## src/rtl/rxd_pkg.sv

```systemverilog
// Shared constants and types for the receive descriptor ring controller.
// Assumes 8-byte descriptors; bit positions of the control word are fixed
// because software decodes them.
package rxd_pkg;
    localparam int DESC_BYTES = 8;
    localparam int CNT_W      = 25;
    localparam int W0_TRUNC   = 31;
    localparam int W0_DCRC    = 30;
    localparam int W0_HCRC    = 29;
    localparam int W0_EEP     = 28;
    localparam int W0_IE      = 27;
    localparam int W0_WRAP    = 26;
    localparam int W0_EN      = 25;

    typedef enum logic [2:0] {
        ST_IDLE,
        ST_FETCH_CTL,
        ST_FETCH_PTR,
        ST_READY,
        ST_WRITEBACK
    } rxd_state_e;

    typedef struct packed {
        logic             trunc;
        logic             dcrc;
        logic             hcrc;
        logic             eep;
        logic [CNT_W-1:0] count;
    } rxd_status_t;
endpackage

```

## src/rtl/rxd_table_reg.sv

```systemverilog
// Table address register: a 1 KiB-aligned base plus a descriptor selector.
// Assumes the caller only allows software writes while the engine is idle.
// The selector advances by one descriptor or clears on a wrap request;
// its natural overflow returns it to the table base.
module rxd_table_reg #(
    parameter int AW     = 32,
    parameter int SEL_W  = 7,
    parameter int DSH    = 3
) (
    input  logic          clk,
    input  logic          rst_n,
    input  logic          cfg_we,
    input  logic [AW-1:0] cfg_wdata,
    input  logic          cfg_allow,
    input  logic          adv,
    input  logic          adv_to_zero,
    output logic [AW-1:0] tbl_addr
);
    localparam int OFS_W = SEL_W + DSH;

    logic [AW-OFS_W-1:0] base_q;
    logic [SEL_W-1:0]    sel_q;

    // Hold base and selector; software write has priority over advance.
    always_ff @(posedge clk) begin
        if (!rst_n) begin
            base_q <= '0;
            sel_q  <= '0;
        end else if (cfg_we && cfg_allow) begin
            base_q <= cfg_wdata[AW-1:OFS_W];
            sel_q  <= cfg_wdata[OFS_W-1:DSH];
        end else if (adv) begin
            sel_q  <= adv_to_zero ? '0 : sel_q + 1'b1;
        end
    end

    assign tbl_addr = {base_q, sel_q, {DSH{1'b0}}};
endmodule

```

## src/rtl/rxd_status_pack.sv

```systemverilog
// Builds the completion status from the data path's report.
// Clamps the byte count to the programmed maximum and flags truncation.
module rxd_status_pack
    import rxd_pkg::*;
(
    input  logic [CNT_W-1:0] pkt_len,
    input  logic [CNT_W-1:0] max_len,
    input  logic             pkt_dcrc,
    input  logic             pkt_hcrc,
    input  logic             pkt_eep,
    output rxd_status_t      status
);
    logic over;

    // Compare against the limit and select the count to report.
    always_comb begin
        over         = (pkt_len > max_len);
        status.trunc = over;
        status.dcrc  = pkt_dcrc;
        status.hcrc  = pkt_hcrc;
        status.eep   = pkt_eep;
        status.count = over ? max_len : pkt_len;
    end
endmodule

```

## src/rtl/rxd_engine.sv

```systemverilog
// Descriptor engine: polls the current descriptor, fetches its buffer
// pointer, offers it to the data path, writes status back on completion
// and requests the selector advance. Assumes a single-beat memory port
// where read data is valid in the cycle mem_ack is high.
module rxd_engine
    import rxd_pkg::*;
#(
    parameter int AW = 32
) (
    input  logic          clk,
    input  logic          rst_n,
    input  logic          rx_en,
    input  logic          irq_en,
    input  logic [AW-1:0] desc_addr,
    input  rxd_status_t   status_in,
    input  logic          pkt_done,
    input  logic          mem_ack,
    input  logic [31:0]   mem_rdata,
    output logic          mem_req,
    output logic          mem_we,
    output logic [AW-1:0] mem_addr,
    output logic [31:0]   mem_wdata,
    output logic          buf_valid,
    output logic [31:0]   buf_addr,
    output logic          rx_active,
    output logic          irq,
    output logic          adv,
    output logic          adv_to_zero
);
    localparam logic [AW-1:0] PTR_OFS = AW'(4);

    rxd_state_e  st_q, st_d;
    logic        ie_q, wrap_q, irq_q;
    logic [31:0] buf_q;
    rxd_status_t stat_q;
    logic        wb_done;

    // Next-state selection.
    always_comb begin
        st_d = st_q;
        unique case (st_q)
            ST_IDLE:      if (rx_en) st_d = ST_FETCH_CTL;
            ST_FETCH_CTL: if (mem_ack) st_d = (rx_en && mem_rdata[W0_EN]) ? ST_FETCH_PTR : ST_IDLE;
            ST_FETCH_PTR: if (mem_ack) st_d = rx_en ? ST_READY : ST_IDLE;
            ST_READY: begin
                if (pkt_done)    st_d = ST_WRITEBACK;
                else if (!rx_en) st_d = ST_IDLE;
            end
            ST_WRITEBACK: if (mem_ack) st_d = ST_IDLE;
            default:      st_d = ST_IDLE;
        endcase
    end

    assign wb_done = (st_q == ST_WRITEBACK) && mem_ack;

    // State and captured descriptor fields.
    always_ff @(posedge clk) begin
        if (!rst_n) begin
            st_q   <= ST_IDLE;
            ie_q   <= 1'b0;
            wrap_q <= 1'b0;
            buf_q  <= '0;
            stat_q <= '0;
            irq_q  <= 1'b0;
        end else begin
            st_q  <= st_d;
            irq_q <= wb_done && ie_q && irq_en;
            if (st_q == ST_FETCH_CTL && mem_ack) begin
                ie_q   <= mem_rdata[W0_IE];
                wrap_q <= mem_rdata[W0_WRAP];
            end
            if (st_q == ST_FETCH_PTR && mem_ack) buf_q <= mem_rdata;
            if (st_q == ST_READY && pkt_done)    stat_q <= status_in;
        end
    end

    // Memory port and data-path outputs decoded from the state.
    always_comb begin
        mem_req   = (st_q == ST_FETCH_CTL) || (st_q == ST_FETCH_PTR) || (st_q == ST_WRITEBACK);
        mem_we    = (st_q == ST_WRITEBACK);
        mem_addr  = (st_q == ST_FETCH_PTR) ? (desc_addr | PTR_OFS) : desc_addr;
        mem_wdata = '0;
        if (st_q == ST_WRITEBACK) begin
            mem_wdata[W0_TRUNC]      = stat_q.trunc;
            mem_wdata[W0_DCRC]       = stat_q.dcrc;
            mem_wdata[W0_HCRC]       = stat_q.hcrc;
            mem_wdata[W0_EEP]        = stat_q.eep;
            mem_wdata[W0_IE]         = ie_q;
            mem_wdata[W0_WRAP]       = wrap_q;
            mem_wdata[W0_EN]         = 1'b0;
            mem_wdata[CNT_W-1:0]     = stat_q.count;
        end
    end

    assign buf_valid   = (st_q == ST_READY);
    assign buf_addr    = buf_q;
    assign rx_active   = (st_q != ST_IDLE);
    assign irq         = irq_q;
    assign adv         = wb_done;
    assign adv_to_zero = wrap_q;
endmodule

```

## src/rtl/rxdesc_ring.sv

```systemverilog
// Top of the receive descriptor ring controller. Ties the table address
// register, the status packer and the descriptor engine together.
// Assumes TBL_BYTES is a power of two that is a multiple of the
// descriptor size.
module rxdesc_ring
    import rxd_pkg::*;
#(
    parameter int AW        = 32,
    parameter int TBL_BYTES = 1024
) (
    input  logic             clk,
    input  logic             rst_n,
    input  logic             cfg_we,
    input  logic [AW-1:0]    cfg_wdata,
    output logic [AW-1:0]    tbl_addr,
    input  logic             rx_en,
    input  logic             irq_en,
    input  logic [CNT_W-1:0] max_len,
    output logic             rx_active,
    output logic             mem_req,
    output logic             mem_we,
    output logic [AW-1:0]    mem_addr,
    output logic [31:0]      mem_wdata,
    input  logic             mem_ack,
    input  logic [31:0]      mem_rdata,
    output logic             buf_valid,
    output logic [31:0]      buf_addr,
    input  logic             pkt_done,
    input  logic [CNT_W-1:0] pkt_len,
    input  logic             pkt_dcrc,
    input  logic             pkt_hcrc,
    input  logic             pkt_eep,
    output logic             irq
);
    localparam int DSH   = $clog2(DESC_BYTES);
    localparam int SEL_W = $clog2(TBL_BYTES / DESC_BYTES);

    logic        adv, adv_to_zero;
    rxd_status_t status;

    rxd_table_reg #(.AW(AW), .SEL_W(SEL_W), .DSH(DSH)) u_tbl (
        .clk        (clk),
        .rst_n      (rst_n),
        .cfg_we     (cfg_we),
        .cfg_wdata  (cfg_wdata),
        .cfg_allow  (!rx_active),
        .adv        (adv),
        .adv_to_zero(adv_to_zero),
        .tbl_addr   (tbl_addr)
    );

    rxd_status_pack u_stat (
        .pkt_len (pkt_len),
        .max_len (max_len),
        .pkt_dcrc(pkt_dcrc),
        .pkt_hcrc(pkt_hcrc),
        .pkt_eep (pkt_eep),
        .status  (status)
    );

    rxd_engine #(.AW(AW)) u_eng (
        .clk        (clk),
        .rst_n      (rst_n),
        .rx_en      (rx_en),
        .irq_en     (irq_en),
        .desc_addr  (tbl_addr),
        .status_in  (status),
        .pkt_done   (pkt_done),
        .mem_ack    (mem_ack),
        .mem_rdata  (mem_rdata),
        .mem_req    (mem_req),
        .mem_we     (mem_we),
        .mem_addr   (mem_addr),
        .mem_wdata  (mem_wdata),
        .buf_valid  (buf_valid),
        .buf_addr   (buf_addr),
        .rx_active  (rx_active),
        .irq        (irq),
        .adv        (adv),
        .adv_to_zero(adv_to_zero)
    );
endmodule

```

## config.mk

```make
export PLATFORM = sky130hd
export DESIGN_NAME = rxdesc_ring
export DESIGN_NICKNAME = d
export VERILOG_FILES = /design/src/rtl/rxd_pkg.sv /design/src/rtl/rxd_table_reg.sv /design/src/rtl/rxd_status_pack.sv /design/src/rtl/rxd_engine.sv /design/src/rtl/rxdesc_ring.sv
export SDC_FILE = /design/constraint.sdc
export NUM_CORES = 1
export LEC_CHECK = 0
export ABC_AREA = 1
export BUFFER_PORTS_ARGS = -buffer_cell sky130_fd_sc_hd__buf_2
export CORE_MARGIN = 4
export CORE_UTILIZATION = 47
export CTS_CLUSTER_DIAMETER = 80
export DETAILED_ROUTE_END_ITERATION = 6
export PLACE_DENSITY = 0.86
export SYNTH_ARGS = -nofsm -noshare
export SYNTH_HDL_FRONTEND = slang
export SYNTH_SLANG_ARGS = --single-unit
```

## constraint.sdc

```tcl
create_clock -name clk -period 2 [get_ports clk]
set_input_delay 0.3 -clock clk [delete_from_list [all_inputs] [get_ports clk]]
set_output_delay 0.3 -clock clk [all_outputs]
set_load 0.02 [all_outputs]
```

# ---- Yosys cells after proc, flatten, opt, wreduce, memory -nomap -nowiden
# Index checks and enable logic that the tools add are counted.
dict set report totals {
  ff_bits 96
  latchBits 0
  ramBits 0
  mem_bits_ro 0
  input_bits 124
  out_inout_bits 133
  elab_cells 53
  memories 0
}
dict set report op_classes {
  add_sub_neg 1
  mul 0
  div_mod_pow 0
  magnitude_cmp 1
  eq_ne 9
  shift 0
  muxes 15
  bitwise 0
  n_reduce_logical 15
}
# cell count
set ops {}
lappend ops {{$mux 32} 1}
lappend ops {{$gt 25x25->1} 1}
lappend ops {{$mux 25} 1}
lappend ops {{$mux 3} 7}
lappend ops {{$mux 7} 3}
lappend ops {{$pmux 3 s5} 1}
lappend ops {{$logic_and 1x1->1} 8}
lappend ops {{$add 7x1->7 const B} 1}
lappend ops {{$eq 3x2->1 const B} 2}
lappend ops {{$ne 2x2->1 const B} 3}
lappend ops {{$reduce_and 5->1} 1}
lappend ops {{$mux 2} 2}
lappend ops {{$eq 3x1->1 const B} 1}
lappend ops {{$eq 3x3->1 const B} 1}
lappend ops {{$logic_not 3->1} 1}
lappend ops {{$ne 3x2->1 const B} 1}
lappend ops {{$reduce_bool 3->1} 1}
lappend ops {{$logic_or 1x1->1} 2}
lappend ops {{$ne 2x1->1 const B} 1}
lappend ops {{$reduce_bool 2->1} 1}
lappend ops {{$logic_not 1->1} 1}

# ---- Logic depth before layout (Yosys ltp)
# Gate-level depths: netlist of run 1.
dict set report logic_depth {
  ltp_word 4
  mapped_depth 15
  depth_no_buf 14
}

# ---- By module
# From an unflattened synthesis of run 1, not the netlist that was laid out.
dict set report hier_totals {
  hier_cells 770
  area_unflattened_um2 5218.8
}
# module n_inst cells_per_inst area_per_inst_um2 seq_area_each_um2
set modules_own_cells {}
lappend modules_own_cells {rxd_engine 1 390 2869.0 1341.3}
lappend modules_own_cells {rxd_table_reg 1 174 1229.9 580.6}
lappend modules_own_cells {rxd_status_pack 1 205 1116.1 0.0}
lappend modules_own_cells {rxdesc_ring 1 1 3.8 0.0}

# ---- Worst setup path before layout of run 1
# Ideal clock, no wire load.
dict set report synth_timing {
  path_kind {input-to-reg}
  startpoint {input max_len[20]}
  endpoint {register u_eng.stat_q[10] (netlist bit)}
  setup_time_ps 143
  arrival_time_ps 1611
  required_ps 1857
  setup_slack_ps 246
  cell_stages 12
  path_buffers 1
  path_cell_list {inv_1 ha_1 nand2_1 nor2_1 nand4_2 nor2_1 nand2_1 nand3_4 buf_2 nand3_1 nand3_2 a21oi_2}
}
dict set report synth_between {
  elab_chain_len 2
}
# item line_no
set synth_lines {}
lappend synth_lines {{start: declaration} rxdesc_ring.sv:18} ;# input logic [CNT_W-1:0] max_len,
lappend synth_lines {{$gt 25x25->1} rxd_status_pack.sv:17} ;# over = (pkt_len > max_len);
lappend synth_lines {{$mux 25} rxd_status_pack.sv:22} ;# status.count = over ? max_len : pkt_len;
lappend synth_lines {{end signal: assignment} rxd_engine.sv:73} ;# if (st_q == ST_READY && pkt_done) stat_q <= status_in;
lappend synth_lines {{end: declaration} rxd_engine.sv:35} ;# rxd_status_t stat_q;
# Every way passes these cells.
# A chain may end at the register's enable or synchronous reset.

# ---- Final worst setup path of run 1
dict set report layout_timing {
  startpoint {register u_eng.st_q[1]}
  endpoint {output mem_wdata[23]}
}
dict set report layout_between {
  elab_chain_len 2
}
# item line_no
set layout_lines {}
lappend layout_lines {{start: declaration} rxd_engine.sv:32} ;# rxd_state_e st_q, st_d;
lappend layout_lines {{start signal: assignment} rxd_engine.sv:66} ;# st_q <= st_d;
lappend layout_lines {{$eq 3x3->1} rxd_engine.sv:83} ;# if (st_q == ST_WRITEBACK) begin
lappend layout_lines {{$mux 32} rxd_engine.sv:83}
lappend layout_lines {{end: declaration} rxdesc_ring.sv:23} ;# output logic [31:0] mem_wdata,
# Every way passes these cells.

==> out/summary.txt, run 1 <==
RSZ-0062 raised after global routing -> no
HP Start -> cfg_wdata[18]
Initial antenna violation count -> 0
Avg WL per Cell -> 13.8 um
Max Slew Vio Count -> 0
Vias in the first global route -> 5024
Pin count of the biggest net entering global routing -> 48
Syn-to-layout area delta -> 27.5%
Critical Path Fanout Max -> 18
Nets@finish -> 1122
Top FF cell, synth -> dfxtp_1
Synthesized flop and latch total -> 96
Final Critical Period -> 1.92 ns
Hold buffer count at cts -> 0
Avg Inst Size Synth -> 7.04 um^2
R2r setup slk -> 0.29 ns
Die footprint -> 13200 um^2
Share of cells above drive strength 1 -> 0.355
FF-to-FF Start -> u_eng.st_q[2]$_SDFFE_PN0P_
Longest Clk Path Bufs -> 2
Die height -> 115 um
Gpl congestion -> 0.915
Register area share after synthesis -> 0.357
TritonCTS Buffers -> 9
Antenna viol nets, final -> 0
Final antenna diode count -> 0
First-pass detailed-route iteration total -> 5
Max cap viols -> 0
Grt total ovfl -> 0
Rows -> 38
Worst Path Arrival -> 1.62 ns
Synth Warn # -> 0
Synth Cell Area -> 5390 um^2
Via count -> 5494
Clk root buf -> clkbuf_16
Setup ws final -> 0.0777 ns
Achievable Freq -> 520 MHz
Final setup fails -> 0
DP Area -> 6580 um^2
Post-DP HPWL -> 11.8 mm
WP data required -> 1.70 ns
Routed WL -> 15.5 mm
Netlist cell types -> 36
Mapped Cells -> 766
Pwr/cell area -> 919 nW/um^2
Total Routing Usage GR -> 0.223
Critical Path Source Type -> flop
Status -> finished clean
Die width -> 115 um
Fin util -> 0.623
Fill count -> 1009
Worst-Margin Slew -> 0.993 ns
Launch point of the worst path -> u_eng.st_q[1]$_SDFFE_PN0P_
Endpoint class of the critical path -> output pin
Crit path kind -> flop to output pin
Post CTS Setup Buffer Count -> 0
Port bufs -> 247
Worst skew pair latency -> 0.34 ns
Starting Density -> 0.489
Top Ports -> 257
Cts repair resizes -> 0
# clock sinks -> 96
CTS tree -> done
Power, Total -> 6310 uW
Design area -> 6870 um^2
Slew HR -> 0.338
Routed vias/inst -> 4.92
Post-synth EDFFs -> 0
Fraction of registers with async set/reset -> 0
Final period utilization -> 0.961
Initial DRC Count -> 418
Global-route wire length before repair -> 24.1 mm
Reg clk slew, reported paths -> 0.08 ns
Peak supply drop -> 0.610 mV
Worst Clk Skew -> 0.00877 ns
Residual DRC -> 0
CTS H-tree depth -> 3
Leakage -> 0.00339 uW
Min-delay worst type -> input port to flop
Hold Vio Cnt, Final -> 0
Core area -> 11000 um^2
Pre-CTS setup slack -> -0.0190 ns
Yosys cell counts (2+ instances only):
cell      number  area, um^2
nor2_1        47         176
dfxtp_1       96        1920
o21ai_1        2        10.0
buf_6          2        22.5
a21oi_1       82         410
clkbuf_1      23        86.3
nand2_1      166         623
nand3_2       18         180
nand2_2       21         131
o21ai_0       14        70.1
inv_1        105         394
a31oi_1        2        12.5
buf_2         10        50.1
nand3_1       73         365
buf_4         37         278
inv_2          3        11.3
nand4_1        2        12.5
ha_1          26         325
buf_1          2        7.51
a21oi_2       19         166
worst max-delay path: stages (launching register included):
cell     delay, ns
dfxtp_1       0.35
nor2_1        0.18
nand2_1       0.17
buf_4         0.24
nor2_1        0.15
buf_2         0.19
flip-flops by register name, summed over array words and instances (netlist names):
name	flops
u_eng.buf_addr	32
u_eng.stat_q	29
u_eng.st_q	3
u_tbl.sel_q	7
u_eng.adv_to_zero	1
u_eng.irq	1
u_eng.ie_q	1
u_tbl.base_q	22
cell usage in the layout, fill, tap and decap left out, drive strengths merged:
master and n:
a21o 1, a21oi 101, a31oi 2, a32oi 1
buf 264, clkbuf 9, clkinv 6, clkinvlp 1
conb 6, dfxtp 96, ha 26, inv 109
nand2 188, nand3 92, nand3b 1, nand4 3
nor2 48, nor3 1, nor4 1, o211ai 1
o21ai 16, o21bai 1, o22ai 1, xnor2 1
xor2 1
report_power, final:
part           leakage, uW  internal [uW]  switching (uW)
registers         0.000780           2170             177
clock network     0.000141            869             797
logic              0.00247            764            1540
area by class of cell:
type	count	area (um^2)	share of cell area
clock buffer	9	225	0.0328
clock inverter	7	66.3	0.00965
inverter	109	410	0.0597
multi-input combinational	492	2640	0.383
sequential	96	1920	0.280
tap	140	175	0.0255
timing repair buffer	264	1440	0.209
logic make-up after synthesis:
kind of cell	after synthesis	synth area share
simple gates	334	0.290
buf+inv	183	0.158
compound gates	124	0.131
flops	96	0.357
fa+ha+maj	26	0.0604
xor+xnor	2	0.00325
other cells	1	0.000696
path summary, 6_finish.rpt:
path / cells after the start / end
worst max-delay path: 5 / mem_wdata[23]
worst min-delay path: 3 / u_tbl.base_q[8]$_SDFFE_PN0P_
worst max register to register: 6 / u_eng.stat_q[13]$_SDFFE_PN0P_
worst min register to register: 2 / u_eng.stat_q[25]$_SDFFE_PN0P_
routing by layer:
metal  part of all wire  GRT usage  up-vias
li1                   -          -     2801
met5                  0          0        -
met4              0.022     0.0798        0
met2               0.50      0.400      220
met3              0.082     0.0347       26
met1               0.40      0.271     2447
metrics by stage:
stage	hold slack, ns	TNS, ns	instances
floorplan	0.428	0	771
global placement	0.440	0	1101
detailed placement	0.448	-0.0499	1101
CTS	0.186	0	1117
global route	0.197	0	1117
finish	0.197	0	1117
Note: power is estimated with default switching activity, not from simulation.
==> run 2, diff against run 1 <==
--- a/config.mk
+++ b/config.mk
@@ -11,7 +11,8 @@
 export CORE_UTILIZATION = 47
 export CTS_CLUSTER_DIAMETER = 80
 export DETAILED_ROUTE_END_ITERATION = 6
-export PLACE_DENSITY = 0.86
+export PLACE_DENSITY_LB_ADDON = 0.3
+export SKIP_LAST_GASP = 1
 export SYNTH_ARGS = -nofsm -noshare
 export SYNTH_HDL_FRONTEND = slang
 export SYNTH_SLANG_ARGS = --single-unit
==> out/summary.txt, run 2 (same netlist as run 1, synthesis figures left out) <==
Status -> finished clean
Min-delay worst type -> input port to flop
HP Start -> cfg_wdata[18]
Top Ports -> 257
Hold EP -> u_tbl.base_q[8]$_SDFFE_PN0P_
Endpoint class of the critical path -> output pin
Worst skew pair latency -> 0.34 ns
Most common cell after layout, fill and taps aside -> buf_2
Post-DP HPWL -> 11.8 mm
Via count -> 5410
Reg clk slew, reported paths -> 0.08 ns
Global-route wire length before repair -> 23.9 mm
Clk root buf -> clkbuf_16
Initial antenna violation count -> 1
Antenna viol nets, final -> 0
Fin Setup TNS -> 0 ns
CTS tree -> done
Worst-Margin Slew -> 0.556 ns
# clock sinks -> 96
Rows -> 38
Die width -> 115 um
RSZ-0062 raised after global routing -> yes
Syn-to-layout area delta -> 27.9%
Leakage -> 0.00341 uW
Avg WL per Cell -> 13.5 um
Longest Clk Path Bufs -> 2
Die footprint -> 13200 um^2
Vias in the first global route -> 5054
Max cap viols -> 0
Worst Path Arrival -> 1.56 ns
Total Routing Usage GR -> 0.221
R2R cell count -> 7
Grt total ovfl -> 0
Final Critical Period -> 1.86 ns
CTS H-tree depth -> 3
Slew HR -> 0.629
Die height -> 115 um
Share of cells above drive strength 1 -> 0.361
Setup ws final -> 0.138 ns
CP Cell Sequence -> inv_1, nand3_1, clkinv_1, buf_2
Port bufs -> 247
Routed vias/inst -> 4.81
Worst Clk Skew -> 0.00763 ns
Achievable Freq -> 537 MHz
Critical Path Fanout Max -> 15
Most frequent cells in the layout -> 247 x buf_2, 166 x nand2_1, 105 x inv_1, 96 x dfxtp_1, 82 x a21oi_1
Core area -> 11000 um^2
First-pass detailed-route iteration total -> 5
WP data required -> 1.70 ns
Residual DRC -> 0
Nets@finish -> 1130
Worst path slowest cell -> dfxtp_1
Hold Vio Cnt, Final -> 0
Max Slew Vio Count -> 0
Max FFs per register -> 32
Starting Density -> 0.489
TritonCTS Buffers -> 9
Final antenna diode count -> 0
FF-to-FF Start -> u_eng.st_q[0]$_SDFFE_PN0P_
R2r setup slk -> 0.34 ns
Pwr/cell area -> 916 nW/um^2
Initial DRC Count -> 334
Slowest stage delay, CP -> 0.36 ns
Critical Path Source Type -> flop
Final period utilization -> 0.931
Worst R2R End -> u_eng.buf_addr[15]$_SDFFE_PN0P_
Crit path kind -> flop to output pin
Hold path cells -> 3
Final setup fails -> 0
Peak supply drop -> 0.541 mV
Routed WL -> 15.2 mm
Gpl congestion -> 0.865
Post CTS Setup Buffer Count -> 0
Pin count of the biggest net entering global routing -> 50
Pre-CTS setup slack -> -0.0124 ns
run 2: cell types whose count changed in the layout (fill, tap and decap cells not counted):
cell,before,now
clkinv_2,2,0
clkinv_8,1,0
nor2_2,2,3
nor2_1,46,45
inv_2,2,3
inv_8,1,2
clkinvlp_4,1,2
buf_4,11,22
buf_12,6,3
run 2: metrics by stage:
step	cells	total power, uW	util	hold WS, ns	cell area, um^2
2_1_floorplan	771	4030	-	0.428	5410
3_3_place_gp	1109	4670	0.599	0.436	6600
3_5_place_dp	1109	4700	0.599	0.439	6600
4_1_cts	1125	6370	0.625	0.187	6890
5_1_grt	1125	6730	0.625	0.202	6890
6_report	1125	6320	0.625	0.198	6890
run 2: what timing repair did:
item / CTS / global route
gates resized for setup: 0 / 1
hold buffers: 0 / 0
hold endpoints to repair: 0 / 0
endpoints found under the setup margin: 0 / 2
run 2: area by class of cell:
| class | count | area, um^2 |
|---|---|---|
| fill | 1054 | 4140 |
| multi-input combinational | 492 | 2640 |
| sequential | 96 | 1920 |
| timing repair buffer | 272 | 1460 |
| inverter | 109 | 409 |
| clock buffer | 9 | 225 |
| tap | 140 | 175 |
| clock inverter | 7 | 63.8 |
run 2: how the worst max path moves through the flow:
stage	start	to	depth (start not counted)
after floorplan	max_len[20]	u_eng.stat_q[10]$_SDFFE_PN0P_	12
after global placement	max_len[8]	u_eng.stat_q[9]$_SDFFE_PN0P_	12
after detailed placement	max_len[8]	u_eng.stat_q[9]$_SDFFE_PN0P_	12
after CTS	u_eng.st_q[1]$_SDFFE_PN0P_	mem_wdata[23]	5
after global routing	u_eng.st_q[0]$_SDFFE_PN0P_	mem_addr[2]	4
final	u_eng.st_q[0]$_SDFFE_PN0P_	mem_addr[2]	4
run 2: power by group:
part           leakage, uW  internal [uW]  switching (uW)
sequential        0.000780           2170             173
clock             0.000136            870             794
combinational      0.00250            780            1530
run 2: per-layer routing:
layer  up-vias  track usage  routed length [um]
li1       2828            -                   -
met1      2372        0.282                6460
met2       183        0.370                7250
met3        25       0.0426                1090
met4         2       0.0814                 354
met5         -            0                   7
run 2: critical path: cells and delay by family, from the launching register on:
kind                   cells  cell delay (ns)
buffers and inverters      3             0.75
and+or+nand+nor            1             0.11
DFF                        1             0.36
==> run 3, diff against run 2 <==
--- a/config.mk
+++ b/config.mk
@@ -11,6 +11,7 @@
 export CORE_UTILIZATION = 47
 export CTS_CLUSTER_DIAMETER = 80
 export DETAILED_ROUTE_END_ITERATION = 6
+export GPL_TIMING_DRIVEN = 0
 export PLACE_DENSITY_LB_ADDON = 0.3
 export SKIP_LAST_GASP = 1
 export SYNTH_ARGS = -nofsm -noshare
==> out/summary.txt, run 3 (same netlist as run 1, synthesis figures left out) <==
Gpl congestion -> 0.850
Longest Clk Path Bufs -> 2
Starting Density -> 0.489
Nets@finish -> 1177
Fin Setup TNS -> 0 ns
Pre-CTS setup slack -> -0.166 ns
First-pass detailed-route iteration total -> 4
Vias in the first global route -> 5099
Routed vias/inst -> 4.77
Reg clk slew, reported paths -> 0.07 ns
Endpoint class of the critical path -> output pin
Achievable Freq -> 538 MHz
Final Non-Filler Cells -> 1172
Peak supply drop -> 0.606 mV
Worst path slowest cell -> dfxtp_1
Syn-to-layout area delta -> 32.7%
Max FFs per register -> 32
Slew HR -> 0.455
Global-route wire length before repair -> 23.9 mm
CTS tree -> done
Die footprint -> 13200 um^2
Worst skew pair latency -> 0.34 ns
Share of cells above drive strength 1 -> 0.371
Clk root buf -> clkbuf_16
Avg WL per Cell -> 13.2 um
Critical Path Fanout Max -> 10
Rows -> 38
Final setup fails -> 0
Grt total ovfl -> 0
Setup ws final -> 0.142 ns
Hold Vio Cnt, Final -> 0
Post-DP HPWL -> 12.5 mm
Worst-Margin Slew -> 0.817 ns
CP Cell Sequence -> nor2_2, nand2_2, clkbuf_2, nor2_1, buf_2
Final Critical Period -> 1.86 ns
Most common cell after layout, fill and taps aside -> buf_2
Die width -> 115 um
Final period utilization -> 0.929
Via count -> 5587
CTS H-tree depth -> 3
Worst Clk Skew -> 0.0133 ns
Initial DRC Count -> 344
Leakage -> 0.00358 uW
Residual DRC -> 0
Die height -> 115 um
Antenna viol nets, final -> 0
Top Ports -> 257
Max cap viols -> 0
Min-delay worst type -> input port to flop
Port bufs -> 246
Pin count of the biggest net entering global routing -> 19
# clock sinks -> 96
Pwr/cell area -> 923 nW/um^2
Crit path kind -> flop to output pin
RSZ-0062 raised after global routing -> yes
Worst Path Arrival -> 1.56 ns
Core area -> 11000 um^2
TritonCTS Buffers -> 9
Fin util -> 0.648
Routed WL -> 15.5 mm
Most frequent cells in the layout -> 256 x buf_2, 165 x nand2_1, 105 x inv_1, 96 x dfxtp_1, 82 x a21oi_1
Status -> finished clean
Critical Path Source Type -> flop
WP data required -> 1.70 ns
Post-Place Cells -> 1157
Max Slew Vio Count -> 0
Final antenna diode count -> 0
Initial antenna violation count -> 1
Slowest stage delay, CP -> 0.36 ns
Total Routing Usage GR -> 0.222
-- run 3: cell count changes in the layout (fill, tap and decap cells not counted), sizes merged --
cell      delta
bufinv       +1
clkinvlp     -1
clkinv       -1
clkbuf      +23
buf         +25
-- run 3: cell type report --
cell class / instances / area, um^2
Fill cell: 1079 / 3880
Multi-Input combinational cell: 492 / 2640
Sequential cell: 96 / 1920
Timing Repair Buffer: 246 / 1230
Buffer: 73 / 449
Inverter: 109 / 413
Clock buffer: 10 / 239
Tap cell: 140 / 175
Clock inverter: 6 / 83.8
-- run 3: critical path, delay by kind of cell, from the launching register on --
family | cells | cell delay [ns]
buf+inv | 2 | 0.41
flops | 1 | 0.36
simple gates | 3 | 0.45
-- run 3: power breakdown --
group / leakage [uW] / internal (uW) / switching [uW]
combinational: 0.00264 / 875 / 1560
sequential: 0.000780 / 2170 / 176
clock: 0.000158 / 1040 / 793
-- run 3: stage by stage --
step	power (uW)	hold WS (ns)	area, um^2
after floorplan	4030	0.428	5410
after global placement	4790	0.435	6810
after detailed placement	4820	0.441	6810
after CTS	6660	0.196	7150
after global routing	7010	0.203	7150
final	6600	0.204	7150
-- run 3: worst paths after layout --
check | startpoint | slack (ns) | cells after the start | endpoint
worst max-delay path | u_eng.st_q[1]$_SDFFE_PN0P_ | 0.14 | 5 | mem_wdata[0]
worst min-delay path | cfg_wdata[23] | 0.20 | 3 | u_tbl.base_q[13]$_SDFFE_PN0P_
worst max register to register | u_eng.st_q[2]$_SDFFE_PN0P_ | 0.31 | 7 | u_eng.buf_addr[20]$_SDFFE_PN0P_
worst min register to register | u_eng.ie_q$_SDFFE_PN0P_ | 0.45 | 2 | u_eng.irq$_SDFF_PN0_
-- run 3: layer usage --
layer,wire [um],track usage,vias to the layer above
li1,-,-,2907
met1,6440,0.278,2467
met2,7610,0.387,187
met3,1110,0.0416,24
met4,303,0.0704,2
met5,7,0,-
-- run 3: what timing repair did --
item,in CTS,in global routing
gates resized for setup,6,2
setup endpoints to repair,30,21
hold buffers,0,0
gates cloned,0,0
setup buffers,0,0
